$ cat config.mk
export PLATFORM = sky130hd
export DESIGN_NAME = axi_balance_mon
export DESIGN_NICKNAME = d
export VERILOG_FILES = /design/src/rtl/axi_balance_mon.sv
export SDC_FILE = /design/constraint.sdc
export NUM_CORES = 1
export LEC_CHECK = 0
export ABC_AREA = 1
export BUFFER_PORTS_ARGS = -buffer_cell sky130_fd_sc_hd__clkbuf_2
export CAP_MARGIN = 20
export CELL_PAD_IN_SITES_DETAIL_PLACEMENT = 1
export CELL_PAD_IN_SITES_GLOBAL_PLACEMENT = 1
export CORE_MARGIN = 5
export CORE_UTILIZATION = 25
export CTS_BUF_LIST = sky130_fd_sc_hd__clkbuf_4
export DETAILED_ROUTE_END_ITERATION = 6
export PLACE_DENSITY = 0.51
export SLEW_MARGIN = 30
export SYNTH_ARGS = -nofsm -noshare
export SYNTH_HDL_FRONTEND = slang
export SYNTH_SLANG_ARGS = --single-unit
$ cat constraint.sdc
create_clock -name clk -period 9.89 [get_ports clk]
set_input_delay 0.4945 -clock clk [delete_from_list [all_inputs] [get_ports clk]]
set_output_delay 0.4945 -clock clk [all_outputs]
set_load 0.01 [all_outputs]
$ cat src/rtl/axi_balance_mon.sv
`timescale 1ns/1ps
module axi_balance_mon #(
  parameter int BAL_W  = 16,
  parameter int LEN_W  = 8,
  parameter int THR_W  = 32,
  parameter int TCNT_W = 48
)(
  input  logic              clk,
  input  logic              rst_n,
  input  logic              aw_valid,
  input  logic              aw_ready,
  input  logic [LEN_W-1:0]  aw_len,
  input  logic              w_valid,
  input  logic              w_ready,
  input  logic              w_last,
  input  logic              b_valid,
  input  logic              b_ready,
  input  logic              ar_valid,
  input  logic              ar_ready,
  input  logic [LEN_W-1:0]  ar_len,
  input  logic              r_valid,
  input  logic              r_ready,
  input  logic              r_last,
  input  logic              reg_we,
  input  logic [3:0]        reg_addr,
  input  logic [31:0]       reg_wdata,
  output logic [31:0]       reg_rdata,
  output logic              irq_b_uf,
  output logic              irq_r_uf,
  output logic              irq_rd_to,
  output logic              irq_wr_to
);
  localparam int NBAL  = 5;
  localparam int SUM_W = BAL_W + 2;
  localparam logic [BAL_W:0] INC1 = 1;
  localparam logic [THR_W:0] TONE = 1;

  logic aw_hs, w_hs, b_hs, ar_hs, r_hs;
  assign aw_hs = aw_valid & aw_ready;
  assign w_hs  = w_valid  & w_ready;
  assign b_hs  = b_valid  & b_ready;
  assign ar_hs = ar_valid & ar_ready;
  assign r_hs  = r_valid  & r_ready;

  logic [NBAL-1:0]  en;
  logic [BAL_W-1:0] bal [NBAL];
  logic [BAL_W:0]   inc [NBAL];
  logic [NBAL-1:0]  dec;
  logic             st_b, st_r;
  logic [THR_W-1:0] thr [2];
  logic [TCNT_W-1:0] tcnt [2];
  logic [1:0]       busy, prog, to_irq;

  assign inc[0] = aw_hs ? INC1 : '0;
  assign inc[1] = aw_hs ? INC1 : '0;
  assign inc[2] = ar_hs ? INC1 : '0;
  assign inc[3] = ar_hs ? {{(BAL_W+1-LEN_W){1'b0}}, ar_len} + INC1 : '0;
  assign inc[4] = aw_hs ? {{(BAL_W+1-LEN_W){1'b0}}, aw_len} + INC1 : '0;
  assign dec    = {w_hs, r_hs, r_hs & r_last, w_hs & w_last, b_hs};

  for (genvar i = 0; i < NBAL; i++) begin : g_bal
    logic [SUM_W-1:0] sum, diff;
    logic [BAL_W-1:0] q;
    assign sum  = SUM_W'(bal[i]) + SUM_W'(inc[i]);
    assign diff = (dec[i] && sum != '0) ? sum - SUM_W'(1) : sum;
    always_ff @(posedge clk or negedge rst_n)
      if (!rst_n)     q <= '0;
      else if (en[i]) q <= (|diff[SUM_W-1:BAL_W]) ? '1 : diff[BAL_W-1:0];
    assign bal[i] = q;
  end

  logic b_uf, r_uf;
  assign b_uf = en[0] & b_hs & ~aw_hs & (bal[0] == '0);
  assign r_uf = en[2] & r_hs & r_last & ~ar_hs & (bal[2] == '0);

  logic ctl_we, st_we;
  assign ctl_we = reg_we && reg_addr == 4'd0;
  assign st_we  = reg_we && reg_addr == 4'd1;

  always_ff @(posedge clk or negedge rst_n)
    if (!rst_n) begin
      en       <= '1;
      thr[0]   <= '0;
      thr[1]   <= '0;
      st_b     <= 1'b0;
      st_r     <= 1'b0;
      irq_b_uf <= 1'b0;
      irq_r_uf <= 1'b0;
    end else begin
      if (ctl_we) en <= reg_wdata[NBAL-1:0];
      if (reg_we && reg_addr == 4'd2) thr[0] <= reg_wdata[THR_W-1:0];
      if (reg_we && reg_addr == 4'd3) thr[1] <= reg_wdata[THR_W-1:0];
      if (st_we && reg_wdata[0]) st_b <= 1'b0;
      if (st_we && reg_wdata[4]) st_r <= 1'b0;
      if (b_uf) st_b <= 1'b1;
      if (r_uf) st_r <= 1'b1;
      irq_b_uf <= b_uf;
      irq_r_uf <= r_uf;
    end

  assign busy = {bal[0] != '0, bal[2] != '0};
  assign prog = {b_hs, r_hs & r_last};

  for (genvar d = 0; d < 2; d++) begin : g_to
    logic [THR_W:0]    tmr, lim;
    logic [TCNT_W-1:0] cnt;
    logic              hit, fire_q;
    assign lim = {~|thr[d], thr[d]};
    assign hit = busy[d] & ~prog[d] & (tmr + TONE >= lim);
    always_ff @(posedge clk or negedge rst_n)
      if (!rst_n) begin
        tmr    <= '0;
        cnt    <= '0;
        fire_q <= 1'b0;
      end else begin
        tmr    <= (!busy[d] || prog[d] || hit) ? '0 : tmr + TONE;
        if (hit) cnt <= cnt + TCNT_W'(1);
        fire_q <= hit;
      end
    assign tcnt[d]   = cnt;
    assign to_irq[d] = fire_q;
  end

  assign irq_rd_to = to_irq[0];
  assign irq_wr_to = to_irq[1];

  always_comb begin
    reg_rdata = '0;
    case (reg_addr)
      4'd0:  reg_rdata = 32'(en);
      4'd1:  reg_rdata = {27'd0, st_r, 3'd0, st_b};
      4'd2:  reg_rdata = 32'(thr[0]);
      4'd3:  reg_rdata = 32'(thr[1]);
      4'd4:  reg_rdata = 32'(bal[0]);
      4'd5:  reg_rdata = 32'(bal[1]);
      4'd6:  reg_rdata = 32'(bal[2]);
      4'd7:  reg_rdata = 32'(bal[3]);
      4'd8:  reg_rdata = 32'(bal[4]);
      4'd9:  reg_rdata = tcnt[0][31:0];
      4'd10: reg_rdata = 32'(tcnt[0][TCNT_W-1:32]);
      4'd11: reg_rdata = tcnt[1][31:0];
      4'd12: reg_rdata = 32'(tcnt[1][TCNT_W-1:32]);
      default: reg_rdata = '0;
    endcase
  end
endmodule

Word-level counts from Yosys, hierarchy flattened
Index checks and enable logic that the tools add are counted.
{"block": "op_classes", "addsub": 16, "n_reduce_logical": 38, "eq_ne": 12, "bitwise_logic": 22, "n_mux": 21, "n_lt_le_gt_ge": 2}
{"operator": "32-bit case mux with 13 select lines", "count": 1}
{"operator": "48-bit by 1-bit adder with 48-bit output, second input constant", "count": 2}
{"operator": "18-bit 2-to-1 mux", "count": 5}
{"operator": "18-bit nonzero test", "count": 5}
{"operator": "17-bit by 1-bit subtractor with 18-bit output, second input constant", "count": 5}
{"operator": "16-bit 2-to-1 mux", "count": 5}
{"operator": "33-bit by 1-bit adder with 33-bit output, second input constant", "count": 2}
{"operator": "33-bit >= comparator", "count": 2}
{"operator": "33-bit 2-to-1 mux", "count": 2}
{"operator": "32-bit OR reduction", "count": 2}
{"operator": "16-bit by 1-bit adder with 17-bit output", "count": 3}
{"operator": "16-bit by 9-bit adder with 17-bit output", "count": 2}
{"operator": "16-bit zero test", "count": 2}
{"operator": "16-bit nonzero test", "count": 2}
{"operator": "4-bit equality test, second input constant", "count": 5}
{"operator": "8-bit by 1-bit adder with 9-bit output, second input constant", "count": 2}
{"operator": "1-bit AND", "count": 18}
{"operator": "9-bit 2-to-1 mux", "count": 2}
{"operator": "4-bit by 3-bit equality test with 1-bit output, second input constant", "count": 4}
{"operator": "1-bit logical AND", "count": 11}
{"operator": "2-bit OR reduction", "count": 5}
{"operator": "4-bit by 2-bit equality test with 1-bit output, second input constant", "count": 2}
{"operator": "1-bit 2-to-1 mux", "count": 6}
{"operator": "4-bit by 1-bit equality test with 1-bit output, second input constant", "count": 1}
{"operator": "other kinds (5)", "count": 15}
{"block": "totals", "ff_bits": 317, "out_inout_bits": 36, "wordCells": 129}

Logic depth before layout (Yosys ltp)
Gate-level depths: netlist of the first run.
{"block": "depth", "depth_word": 8, "mapped_depth": 27}

Worst setup path before layout of the first run
Ideal clock, no wire load.
{"block": "synth_path", "path_type": "flip-flop to flip-flop", "startpoint": "register g_to[0].tmr[0]", "endpoint": "register g_to[0].cnt[13]", "path_stages_with_launch": 27, "t_arrival_ns": 3.693, "period_less_slack_ns": 3.815, "required_time_ns": 9.768, "setup_slack_ns": 6.075, "setup_time_ns": 0.122, "cell_sequence": "dfrtp_1 > ha_1 > nand2_1 > nor2_1 > inv_1 > nor3_2 > nand2_1 > inv_1 > nand3_1 > or2_1 > nor2_1 > nand4_1 > nand2b_1 > xor2_1 > inv_1 > ha_1 > nand2_1 > nor3_1 > nand4_1 > nor2_1 > nand3b_1 > nand4_1 > nand2_1 > clkinv_1 > clkbuf_1 > nand2_1 > xor2_1"}
{"block": "synth_between", "elab_chain_len": 3}
{"item": "start: declaration", "line": "105", "text": "logic [THR_W:0] tmr, lim;"}
{"item": "start signal: assignment", "line": "116", "text": "tmr <= (!busy[d] || prog[d] || hit) ? '0 : tmr + TONE;"}
{"item": "33-bit by 1-bit adder with 33-bit output", "line": "109", "text": "assign hit = busy[d] & ~prog[d] & (tmr + TONE >= lim);"}
{"item": "33-bit >= comparator", "line": "109"}
{"item": "1-bit AND", "line": "109"}
{"item": "end signal: assignment", "line": "117", "text": "if (hit) cnt <= cnt + TCNT_W'(1);"}
{"item": "end: declaration", "line": "106", "text": "logic [TCNT_W-1:0] cnt;"}
Every way passes these cells.
A chain may end at the register's enable or synchronous reset.

Worst setup path in the final report of the first run
{"block": "layout_path", "startpoint": "register g_to[1].tmr[0]", "endpoint": "register g_to[1].cnt[44]"}
{"block": "layout_between", "elab_chain_len": 3}
{"item": "start: declaration", "line": "105"}
{"item": "start signal: assignment", "line": "116"}
{"item": "33-bit by 1-bit adder with 33-bit output", "line": "109"}
{"item": "33-bit >= comparator", "line": "109"}
{"item": "1-bit AND", "line": "109"}
{"item": "end signal: assignment", "line": "117"}
{"item": "end: declaration", "line": "106"}
Every way passes these cells.

==> flow_metrics.env, run 1 <==
export IMPL_status="finished, final reports clean"
export IMPL_place_hpwl_um=89280
export IMPL_hold_viol_final=0
export IMPL_root_buffer="clkbuf_4"
export IMPL_ys_types=60
export IMPL_critPathTopFamily="buffers and inverters"
export IMPL_r2r_end="g_to[1].cnt[44]"
export IMPL_final_setup_tns_ns=0
export IMPL_die_w_um=330.0
export IMPL_overflow=0
export IMPL_rsz0062_at_grt="false"
export IMPL_viasPerCell=4.726
export IMPL_ys_seq_area_share_pct=31.01
export IMPL_synth_xor_area_share_pct=6.755
export IMPL_drt_iter0_markers=1508
export IMPL_via_count=26249
export IMPL_die_h_um=330.0
export IMPL_grt_max_degree=110
export IMPL_synthArstFlopShare_pct=100.0
export IMPL_worstMarginPinSlew_ns=0.9394
export IMPL_switching_share_pct=48.20
export IMPL_synth_compound_area_share_pct=9.585
export IMPL_hold_path_startpoint="b_ready"
export IMPL_cpMostUsedCell="nand2_1"
export IMPL_grt_pass1_wl_um=168800
export IMPL_synth_fp_nets=4106
export IMPL_synth_adder_area_share_pct=5.093
export IMPL_synthFlopType="dfrtp_1"
export IMPL_tritoncts="done"
export IMPL_insertion_delay_ns=0.97
export IMPL_end_kind="flop"
export IMPL_cts_made_buffers=102
export IMPL_post_cts_repair_setup_buffers=0
export IMPL_wirelength_um=110700
export IMPL_synth_top_family_by_area="simple AND/OR/NAND/NOR gates"
export IMPL_slew_limit_headroom_pct=37.22
export IMPL_clock_fmax_mhz=184.2
export IMPL_wl_per_cell_um=19.93
export IMPL_skew_ns=0.09974
export IMPL_worstSetupStartpointType="flop"
export IMPL_floorplan_rows=117
export IMPL_antenna_found_initial=9
export IMPL_setup_violations=0
export IMPL_crit_buf_inv=4
export IMPL_netlist_area_um2=25600
export IMPL_io_pins=103
export IMPL_hold_path_class="input port to flop"
export IMPL_vdd_drop_max_uv=93.44
export IMPL_drt_first_pass_iters=6
export IMPL_fin_util_pct=28.77
export IMPL_max_stage_delay_ns=0.75
export IMPL_pwr_share_clk_pct=23.7
export IMPL_path_clk_slew_ns=0.06
export IMPL_htreeDepth=3
export IMPL_synth_mux_area_fraction_pct=0
export IMPL_finalNonFillerCells=5554
export IMPL_min_to="irq_b_uf"
export IMPL_critPathSlowestCell="clkinv_1"
export IMPL_pwr_share_seq_pct=34.2
export IMPL_power_switching_mw=2.916
export IMPL_cts_num_sinks=317
export IMPL_die_area_um2=108900
export IMPL_place_inst=5341
export IMPL_yosys_warnings=0
export IMPL_start_util_pct=25.16
export IMPL_drc=0
export IMPL_ys_ff_latch=317
export IMPL_p_int_mw=3.134
export IMPL_worstSetupPathType="flop to flop"
export IMPL_synthCells=3936
export IMPL_worstPathCellList="ha_1 -> inv_1 -> nor3_1 -> nand2_1 -> nor2_1 -> nand2_1 -> nor4_1 -> nand3_1 -> xnor2_1 -> ha_1 -> a21oi_1 -> nor2_1 -> a211oi_1 -> o21ai_0 -> nand2_1 -> nand3_1 -> nor2_1 -> a21oi_1 -> nand2_2 -> buf_4 -> clkinv_1 -> buf_4 -> nand2_1 -> nand2_1"
export IMPL_fillCellCount=12979
export IMPL_first_global_vias=27334
export IMPL_cp_max_fo=54
export IMPL_fin_crit_sh_pct=54.90
export IMPL_cts_buffer_depth=3
export IMPL_core_area_um2=101700
export IMPL_area_delta_synth_final_pct=14.35
export IMPL_reg2regPathDepth=24
export IMPL_maxCapViolations=0
export IMPL_layout_nets=4282
export IMPL_crit_arrival_ns=6.22
export IMPL_syn_avg_cell_area_um2=6.504
export IMPL_min_path_cells=3
export IMPL_combPwrFrac_pct=42.1
export IMPL_min_period_ns=5.429
export IMPL_r2r_start="g_to[1].tmr[0]"
export IMPL_reg2reg_slack_ns=4.46
export IMPL_cts_repair_resized=0
export IMPL_grtUsageTotal_pct=20.15
export IMPL_power_leakage_nw=14.24
export IMPL_synth_edf_count=0
export IMPL_io_buffer_count=102
export IMPL_drive_gt1_share_pct=9.184
export IMPL_cp_required_ns=10.68
export IMPL_yosys_area_share_simple_pct=37.48
export IMPL_postCtsHoldBufs=33
export IMPL_p_per_area_nw_per_um2=206.7
export IMPL_routabilityCongestion=0.8788
export IMPL_slew_viol_final=0
export IMPL_ant_nets=0
sequential cells by signal (all words and copies together) (netlist names):
name and flops:
en 5, g_bal.q 80, g_to.cnt 96, g_to.lim 64, g_to.tmr 66, irq_b_uf 1
irq_r_uf 1, irq_rd_to 1, irq_wr_to 1, st_b 1, st_r 1
metrics by stage:
stage	instance area (µm²)	hold WS (ns)	worst slack, ns	power [mW]
3_5_place_dp	27610	0.4568	4.454	4.648
5_1_grt	29270	0.04128	3.852	6.597
2_1_floorplan	25600	0.1989	6.075	3.687
3_3_place_gp	27600	0.4558	4.515	4.628
6_report	29270	0.1433	4.461	6.050
4_1_cts	29220	0.03501	4.418	6.160
cell type report:
cell class / count / area (µm²) / share of cell area [%]
flip-flops and latches: 317 / 7939 / 27.12
diodes: 5 / 12.51 / 0.04274
well taps: 1368 / 1712 / 5.847
multi-input cells: 2948 / 15100 / 51.59
clock buffers: 142 / 1066 / 3.642
repair buffers: 154 / 1013 / 3.462
clock inverters: 31 / 214.0 / 0.7309
inverters: 589 / 2213 / 7.561
logic make-up after synthesis:
logic type               count (synthesis)
AO/OA/AOI/OAI                          417
AND/OR/NAND/NOR                       2234
adder cells (fa/ha/maj)                103
buffers and inverters                  671
flip-flops                             317
XOR/XNOR                               194
power by group through the flow:
stage                     combinational [mW]  clock, mW  sequential, mW
after global routing                    2.90       1.58            2.12
after CTS                               2.58       1.51            2.08
after detailed placement                2.55          0            2.10
after global placement                  2.53          0            2.10
final                                   2.54       1.44            2.07
after floorplan                         1.85          0            1.84
layer usage:
layer / vias to the layer above / share of wire, % / GRT usage [%]
li1: 13053 / - / -
met1: 12643 / 50 / 28.76
met2: 433 / 44 / 32.28
met3: 116 / 4.6 / 3.541
met4: 4 / 1.6 / 3.751
met5: - / 0.025 / 0
cells in the final DEF, fill, tap and decap left out, drive strengths merged, types with 5 or more instances in the layout:
master and n:
nand2 1145, inv 585, nor2 569, dfrtp 312, clkbuf 243, nand3 221
o21ai 191, xor2 165, nor3 121, ha 101, a21oi 89, nand4 77
nor4 64, o22ai 56, a221oi 34, dlygate4sd3 34, clkinv 31, xnor2 29
buf 19, a221o 13, nand3b 11, or2 11, o21bai 10, o2111ai 6
diode 5, a211oi 5, dfstp 5
worst max-delay path by stage:
stage,depth (start not counted),to,slack (ns),from
after floorplan,26,g_to[0].cnt[13],6.08,g_to[0].tmr[0]
after global placement,24,g_to[1].cnt[12],4.51,g_to[1].tmr[0]
after detailed placement,24,g_to[1].cnt[45],4.45,g_to[1].tmr[0]
after CTS,28,g_to[1].cnt[44],4.42,g_to[1].tmr[3]
after global routing,28,g_to[1].cnt[34],3.85,g_to[1].tmr[3]
final,24,g_to[1].cnt[44],4.46,g_to[1].tmr[0]
synth_stat cells (3+ instances only):
cell | count | area (µm²)
a211oi_1 | 5 | 37.54
a21oi_1 | 89 | 445.4
a221o_1 | 13 | 130.1
a221oi_1 | 34 | 297.8
a31oi_1 | 4 | 25.02
and2_1 | 4 | 25.02
buf_2 | 13 | 65.06
buf_4 | 6 | 45.04
buf_6 | 3 | 33.78
clkbuf_1 | 59 | 221.5
clkinv_1 | 7 | 26.28
dfrtp_1 | 312 | 7807
dfstp_2 | 5 | 131.4
ha_1 | 101 | 1264
inv_1 | 561 | 2106
inv_2 | 21 | 78.83
nand2_1 | 1126 | 4227
nand2_2 | 14 | 87.58
nand2_4 | 5 | 56.30
nand3_1 | 215 | 1076
nand3_2 | 6 | 60.06
nand3b_1 | 11 | 82.58
nand4_1 | 75 | 469.2
nor2_1 | 548 | 2057
nor2_2 | 15 | 93.84
nor2_4 | 6 | 67.56
nor3_1 | 105 | 525.5
nor3_2 | 12 | 120.1
nor3_4 | 4 | 65.06
nor3b_1 | 4 | 30.03
nor4_1 | 64 | 400.4
o2111ai_1 | 6 | 52.55
o21ai_0 | 170 | 850.8
o21ai_1 | 19 | 95.09
o21bai_1 | 10 | 75.07
o22ai_1 | 56 | 350.3
or2_2 | 8 | 50.05
or3_1 | 4 | 25.02
xnor2_1 | 29 | 254.0
xor2_1 | 161 | 1410
xor2_2 | 4 | 65.06
worst min-delay path: stages:
cell and delay, ns:
clkbuf_2 0.08, nand2_1 0.23, nor4_1 0.17
Note: power is estimated with default switching activity, not from simulation.
==> run 2, diff against run 1 <==
--- a/config.mk
+++ b/config.mk
@@ -5,7 +5,7 @@
 export SDC_FILE = /design/constraint.sdc
 export NUM_CORES = 1
 export LEC_CHECK = 0
-export ABC_AREA = 1
+export ABC_AREA = 0
 export BUFFER_PORTS_ARGS = -buffer_cell sky130_fd_sc_hd__clkbuf_2
 export CAP_MARGIN = 20
 export CELL_PAD_IN_SITES_DETAIL_PLACEMENT = 1
@@ -14,7 +14,7 @@
 export CORE_UTILIZATION = 25
 export CTS_BUF_LIST = sky130_fd_sc_hd__clkbuf_4
 export DETAILED_ROUTE_END_ITERATION = 6
-export PLACE_DENSITY = 0.51
+export PLACE_DENSITY = 0.48
 export SLEW_MARGIN = 30
 export SYNTH_ARGS = -nofsm -noshare
 export SYNTH_HDL_FRONTEND = slang
==> constraint.sdc (replaced) <==
create_clock -name clk -period 5.1 [get_ports clk]
set_input_delay 0.255 -clock clk [delete_from_list [all_inputs] [get_ports clk]]
set_output_delay 0.255 -clock clk [all_outputs]
set_load 0.01 [all_outputs]
==> flow_metrics.env, run 2 <==
export IMPL_synthFlopType="dfrtp_1"
export IMPL_cts_num_sinks=317
export IMPL_ys_seq_area_share_pct=36.55
export IMPL_wl_per_cell_um=22.96
export IMPL_layout_common_cells="312 x dfrtp_1, 211 x nor2_1, 191 x nand2_1, 132 x clkbuf_4, 128 x nand3_1"
export IMPL_setup_violations=0
export IMPL_via_count=19595
export IMPL_layout_commonest_cell="dfrtp_1"
export IMPL_rsz0062_at_grt="false"
export IMPL_worst_path_stages=20
export IMPL_first_global_vias=20862
export IMPL_slew_viol_final=0
export IMPL_ant_nets=0
export IMPL_root_buffer="clkbuf_4"
export IMPL_setup_ws_ns=0.3443
export IMPL_finalNonFillerCells=3824
export IMPL_floorplan_rows=108
export IMPL_power_switching_mw=4.052
export IMPL_pwr_share_seq_pct=41.8
export IMPL_hold_path_startpoint="ar_len[0]"
export IMPL_ys_types=103
export IMPL_synth_edf_count=0
export IMPL_grt_pass1_wl_um=133200
export IMPL_max_stage_delay_ns=0.41
export IMPL_top_regs="g_to.cnt (96), g_bal.q (80), g_to.tmr (66)"
export IMPL_power_leakage_nw=11.39
export IMPL_place_ws_ns=0.1937
export IMPL_switching_share_pct=42.80
export IMPL_hold_viol_final=0
export IMPL_drt_iter0_markers=893
export IMPL_yosys_warnings=0
export IMPL_worstSetupStartpointType="flop"
export IMPL_post_cts_repair_setup_buffers=0
export IMPL_place_hpwl_um=67520
export IMPL_synth_area_leader_cell="dfrtp_1"
export IMPL_status="finished, final reports clean"
export IMPL_wirelength_um=87780
export IMPL_drc=0
export IMPL_overflow=0
export IMPL_netlist_area_um2=21720
export IMPL_hold_path_class="input port to flop"
export IMPL_start_util_pct=25.12
export IMPL_crit_buf_inv=2
export IMPL_insertion_delay_ns=0.90
export IMPL_die_area_um2=92880
export IMPL_path_clk_slew_ns=0.07
export IMPL_min_period_ns=4.756
export IMPL_layout_nets=2768
export IMPL_synth_fp_nets=2602
export IMPL_reg2reg_slack_ns=0.34
export IMPL_area_delta_synth_final_pct=15.90
export IMPL_p_int_mw=5.415
export IMPL_cts_made_buffers=97
export IMPL_synth_most_common_cell="dfrtp_1"
export IMPL_worstPathCellList="and3_1 -> and3_1 -> nand2_1 -> nor3_1 -> nand2_1 -> or2_2 -> nor2_1 -> xor2_1 -> ha_1 -> a21o_1 -> a21o_1 -> a21o_1 -> a21oi_1 -> o21ai_0 -> buf_4 -> a22oi_1 -> buf_4 -> nor2b_1 -> and3_1 -> xor2_1"
export IMPL_vdd_drop_max_uv=112.5
export IMPL_maxCapViolations=0
export IMPL_io_buffer_count=102
export IMPL_grtUsageTotal_pct=18.48
export IMPL_core_area_um2=86480
export IMPL_critPathTopFamily="simple AND/OR/NAND/NOR gates"
export IMPL_fin_util_pct=29.11
export IMPL_antenna_found_initial=7
export IMPL_drt_first_pass_iters=6
export IMPL_clock_fmax_mhz=210.3
export IMPL_p_total_mw=9.467
export IMPL_combPwrFrac_pct=31.7
export IMPL_critPathSlowestCell="dfrtp_1"
export IMPL_pwr_share_clk_pct=26.5
export IMPL_slew_limit_headroom_pct=41.55
export IMPL_synthArstFlopShare_pct=100.0
export IMPL_top_register="g_to.cnt"
export IMPL_startpoint="g_to[1].tmr[2]"
export IMPL_die_h_um=304.8
export IMPL_syn_avg_cell_area_um2=8.932
export IMPL_synth_top_area_share_pct=35.94
export IMPL_r2r_end="g_to[1].cnt[24]"
export IMPL_synth_commonest_cells="312 x dfrtp_1, 215 x nor2_1, 191 x nand2_1"
export IMPL_cts_buffer_depth=3
export IMPL_routabilityCongestion=0.8602
export IMPL_fin_crit_sh_pct=93.25
export IMPL_htreeDepth=3
export IMPL_worstMarginPinSlew_ns=0.8746
export IMPL_r2r_start="g_to[1].tmr[2]"
export IMPL_largest_reg_flops=96
export IMPL_skew_ns=0.09063
export IMPL_place_inst=3613
export IMPL_end_kind="flop"
export IMPL_cp_max_fo=12
export IMPL_final_setup_tns_ns=0
export IMPL_ys_top_cells_by_area="dfrtp_1 36%, ha_1 5.8%, xnor2_1 5.1%"
export IMPL_io_pins=103
export IMPL_viasPerCell=5.124
export IMPL_cp_required_ns=5.85
export IMPL_worstSetupPathType="flop to flop"
export IMPL_tritoncts="done"
export IMPL_die_w_um=304.8
export IMPL_synthCells=2432
export IMPL_drive_gt1_share_pct=15.82
export IMPL_p_per_area_nw_per_um2=376.0
export IMPL_reg2regPathDepth=20
export IMPL_crit_arrival_ns=5.50
export IMPL_ys_ff_latch=317
export IMPL_cp_endpoint="g_to[1].cnt[24]"
export IMPL_grt_max_degree=131
-- run 2: cell count changes in the layout (fill, tap and decap cells not counted), moves of 44 or more --
| cell | delta |
|---|---|
| nand2_1 | -932 |
| mux2_2 | +77 |
| nor2b_1 | +44 |
| a22oi_1 | +61 |
| xnor2_1 | +98 |
| o22ai_1 | -52 |
| nor3_1 | -57 |
| inv_1 | -439 |
| nand3_1 | -87 |
| and3_1 | +97 |
| o21ai_0 | -114 |
| xor2_1 | -54 |
| nor2_1 | -335 |
-- run 2: logic make-up (layout without fill, tap and decap cells) --
family	Yosys count	count (layout)	synth area share [%]
other	0	7	0
multiplexers	99	99	5.011
flip-flops	317	317	36.55
AND/OR/NAND/NOR	966	966	23.11
buffers and inverters	231	461	4.245
XOR/XNOR	234	234	9.435
AO/OA/AOI/OAI	482	482	15.65
adder cells (fa/ha/maj)	103	103	6.002
-- run 2: through the flow --
step	hold slack (ns)	cell area (µm²)
floorplan	-0.04059	21720
global placement	0.3680	23530
detailed placement	0.3740	23530
CTS	0.0003550	25110
global route	0.01909	25170
finish	0.08411	25180
-- run 2: routing by layer --
metal | vias to the layer above | global-route usage, % | routed length (µm)
li1 | 9203 | - | -
met1 | 9897 | 24.94 | 40780
met2 | 373 | 30.17 | 40670
met3 | 122 | 3.305 | 3808
met4 | 0 | 5.929 | 2527
met5 | - | 0 | 0
-- run 2: worst min path at each step --
stage                                to  depth (start not counted)  slack (ns)
final                     g_bal[3].q[0]                          5        0.08
after detailed placement  g_bal[2].q[6]                          1        0.37
after global placement    g_bal[2].q[6]                          1        0.37
after global routing           irq_r_uf                          4        0.02
after floorplan           g_bal[0].q[0]                          0       -0.04
after CTS                 g_bal[3].q[0]                          5      0.0004
-- run 2: power groups by stage --
stage | Clock (mW) | Sequential [mW] | Combinational, mW
floorplan | 0 | 3.25 | 2.41
global placement | 0 | 3.99 | 2.91
detailed placement | 0 | 4.01 | 2.98
CTS | 2.64 | 3.97 | 3.03
global route | 2.77 | 4.03 | 3.38
finish | 2.51 | 3.96 | 3.00
-- run 2: repair_timing --
action | 4_1_cts | 5_1_grt
hold endpoints to repair | 167 | 0
gates resized for setup | 0 | 10
hold buffers | 41 | 0
endpoints found under the setup margin | 0 | 51
-- run 2: area by class of cell --
cell class | count | area, µm²
Tap cell | 1155 | 1445
Clock inverter | 31 | 182.7
Multi-Input combinational cell | 1884 | 12940
Clock buffer | 132 | 991.0
Sequential cell | 317 | 7939
Fill cell | 10196 | 61310
Inverter | 121 | 454.2
Timing Repair Buffer | 177 | 1211
Antenna cell | 7 | 17.52
-- run 2: worst register-to-register path, delay by kind of cell, from the launching register on --
| kind | cells | cell delay, ns |
|---|---|---|
| and+or+nand+nor | 9 | 1.99 |
| AOI/OAI and AO/OA | 6 | 1.09 |
| buffers and inverters | 2 | 0.49 |
| DFF | 1 | 0.41 |
| xor gates and xnor gates | 2 | 0.37 |
| adders and majority gates | 1 | 0.29 |
==> run 3, diff against run 2 <==
--- a/config.mk
+++ b/config.mk
@@ -8,14 +8,13 @@
 export ABC_AREA = 0
 export BUFFER_PORTS_ARGS = -buffer_cell sky130_fd_sc_hd__clkbuf_2
 export CAP_MARGIN = 20
-export CELL_PAD_IN_SITES_DETAIL_PLACEMENT = 1
+export CELL_PAD_IN_SITES_DETAIL_PLACEMENT = 0
 export CELL_PAD_IN_SITES_GLOBAL_PLACEMENT = 1
 export CORE_MARGIN = 5
 export CORE_UTILIZATION = 25
 export CTS_BUF_LIST = sky130_fd_sc_hd__clkbuf_4
 export DETAILED_ROUTE_END_ITERATION = 6
 export PLACE_DENSITY = 0.48
-export SLEW_MARGIN = 30
 export SYNTH_ARGS = -nofsm -noshare
 export SYNTH_HDL_FRONTEND = slang
 export SYNTH_SLANG_ARGS = --single-unit
==> flow_metrics.env, run 3 (synthesis gave the netlist of run 2 again) <==
export IMPL_cpMostUsedCell="a21o_1"
export IMPL_reg2reg_slack_ns=0.41
export IMPL_grtUsageTotal_pct=17.54
export IMPL_fin_area_um2=25300
export IMPL_ant_nets=0
export IMPL_cp_max_fo=9
export IMPL_worstSetupPathType="flop to flop"
export IMPL_floorplan_rows=108
export IMPL_cts_buffer_depth=3
export IMPL_hold_path_class="input port to flop"
export IMPL_worstPathCellList="ha_1 -> nand3_1 -> nor3_2 -> nand2_1 -> nor2_1 -> nand3_1 -> xnor2_1 -> ha_1 -> a21o_1 -> a21o_1 -> a21o_1 -> a21o_1 -> a21oi_1 -> o21ai_0 -> buf_4 -> a21oi_2 -> and3b_1 -> and3_1 -> xor2_1"
export IMPL_setup_ws_ns=0.4105
export IMPL_min_period_ns=4.690
export IMPL_r2r_end="g_to[1].cnt[11]"
export IMPL_use_met3_pct=2.396
export IMPL_min_to="g_bal[0].q[8]"
export IMPL_p_total_mw=9.542
export IMPL_reg2regPathDepth=19
export IMPL_top_regs="g_to.cnt (96), g_bal.q (80), g_to.tmr (66)"
export IMPL_skew_ns=0.08181
export IMPL_drive_gt1_share_pct=16.28
export IMPL_drc=0
export IMPL_post_dp_cell_area_um2=23530
export IMPL_area_delta_synth_final_pct=16.47
export IMPL_clock_fmax_mhz=213.2
export IMPL_insertion_delay_ns=0.88
export IMPL_p_per_area_nw_per_um2=377.2
export IMPL_power_leakage_nw=11.47
export IMPL_end_kind="flop"
export IMPL_fillCellCount=9282
export IMPL_routabilityCongestion=0.8602
export IMPL_via_count=19362
export IMPL_maxCapViolations=0
export IMPL_die_area_um2=92880
export IMPL_io_buffer_count=102
export IMPL_start_util_pct=25.12
export IMPL_fin_crit_sh_pct=91.95
export IMPL_setup_violations=0
export IMPL_vdd_drop_max_uv=116.3
export IMPL_path_clk_slew_ns=0.07
export IMPL_grt_use_met1_pct=24.66
export IMPL_overflow=0
export IMPL_tritoncts="done"
export IMPL_htreeDepth=3
export IMPL_slew_viol_final=0
export IMPL_largest_reg_flops=96
export IMPL_cp_required_ns=5.81
export IMPL_startpoint="g_to[1].tmr[0]"
export IMPL_place_ws_ns=0.2457
export IMPL_min_path_cells=6
export IMPL_viasPerCell=5.046
export IMPL_worstMarginPinSlew_ns=0.9900
export IMPL_layout_commonest_cell="dfrtp_1"
export IMPL_top_register="g_to.cnt"
export IMPL_die_h_um=304.8
export IMPL_root_buffer="clkbuf_4"
export IMPL_drt_first_pass_iters=6
export IMPL_worstSetupStartpointType="flop"
export IMPL_met2_usage_pct=28.54
export IMPL_io_pins=103
export IMPL_critPathSlowestCell="dfrtp_1"
export IMPL_status="finished, final reports clean"
export IMPL_max_stage_delay_ns=0.44
export IMPL_place_hpwl_um=64170
export IMPL_core_area_um2=86480
export IMPL_r2r_start="g_to[1].tmr[0]"
export IMPL_grt_pass1_wl_um=126200
export IMPL_layout_nets=2772
export IMPL_first_global_vias=19479
export IMPL_hold_ws_ns=0.1102
export IMPL_grt_busiest_layer="met2"
export IMPL_crit_arrival_ns=5.40
export IMPL_die_w_um=304.8
export IMPL_antenna_found_initial=4
export IMPL_cts_num_sinks=317
export IMPL_final_setup_tns_ns=0
export IMPL_wl_per_cell_um=21.84
export IMPL_wirelength_um=83790
export IMPL_slew_limit_headroom_pct=32.29
export IMPL_grt_max_degree=131
export IMPL_cts_made_buffers=97
export IMPL_layout_common_cells="312 x dfrtp_1, 211 x nor2_1, 191 x nand2_1, 151 x clkbuf_4, 128 x nand3_1"
export IMPL_hold_viol_final=0
export IMPL_hold_path_startpoint="b_valid"
export IMPL_drt_iter0_markers=1202
export IMPL_rsz0062_at_grt="false"
[run 3: worst max-delay path: cells and delay by family (launching register included)]
kind | cells | cell delay [ns]
AO/OA/AOI/OAI | 7 | 1.20
XOR/XNOR | 2 | 0.33
adder cells (fa/ha/maj) | 2 | 0.51
buffers and inverters | 1 | 0.18
flip-flops | 1 | 0.44
AND/OR/NAND/NOR | 7 | 1.88
[run 3: metrics by stage]
| stage | instances | util, % |
|---|---|---|
| 2_1_floorplan | 2432 | - |
| 3_3_place_gp | 3613 | 27.20 |
| 3_5_place_dp | 3613 | 27.20 |
| 4_1_cts | 3833 | 29.20 |
| 5_1_grt | 3834 | 29.24 |
| 6_report | 3837 | 29.25 |
[run 3: cell type report]
cell class | instances | area (µm²) | area share, %
well taps | 1155 | 1445 | 5.712
diodes | 4 | 10.01 | 0.03956
multi-input cells | 1884 | 12920 | 51.09
clock buffers | 151 | 1134 | 4.481
inverters | 121 | 454.2 | 1.795
clock inverters | 24 | 141.4 | 0.5589
repair buffers | 181 | 1251 | 4.946
flip-flops and latches | 317 | 7939 | 31.38
[run 3: report_power, final]
part	total, mW	internal [mW]	leakage (nW)	switching (mW)
registers	3.95	2.92	3.96	1.03
logic	2.96	1.24	6.75	1.71
clock network	2.64	1.39	0.763	1.24
total	9.54	5.55	11.5	3.99
[run 3: worst max-delay path by stage]
stage / endpoint / slack [ns] / depth (start not counted)
2_1_floorplan: g_to[0].cnt[15] / 0.77 / 22
3_3_place_gp: g_to[0].cnt[42] / 0.25 / 19
3_5_place_dp: g_to[0].cnt[42] / 0.25 / 19
4_1_cts: g_to[0].cnt[36] / 0.14 / 19
5_1_grt: g_to[0].cnt[46] / 0.01 / 21
6_report: g_to[1].cnt[11] / 0.41 / 19
[run 3: per-layer routing]
| layer | part of all wire (%) | up-vias |
|---|---|---|
| li1 | - | 9216 |
| met1 | 48 | 9600 |
| met2 | 46 | 458 |
| met3 | 4.3 | 88 |
| met4 | 1.9 | 0 |
| met5 | 0 | - |
[run 3: repair_timing]
item,4_1_cts,5_1_grt
buffers inserted,0,0
endpoints found under the hold margin,170,0
resized for setup,0,8
hold buffers,45,0
setup endpoints to repair,0,28
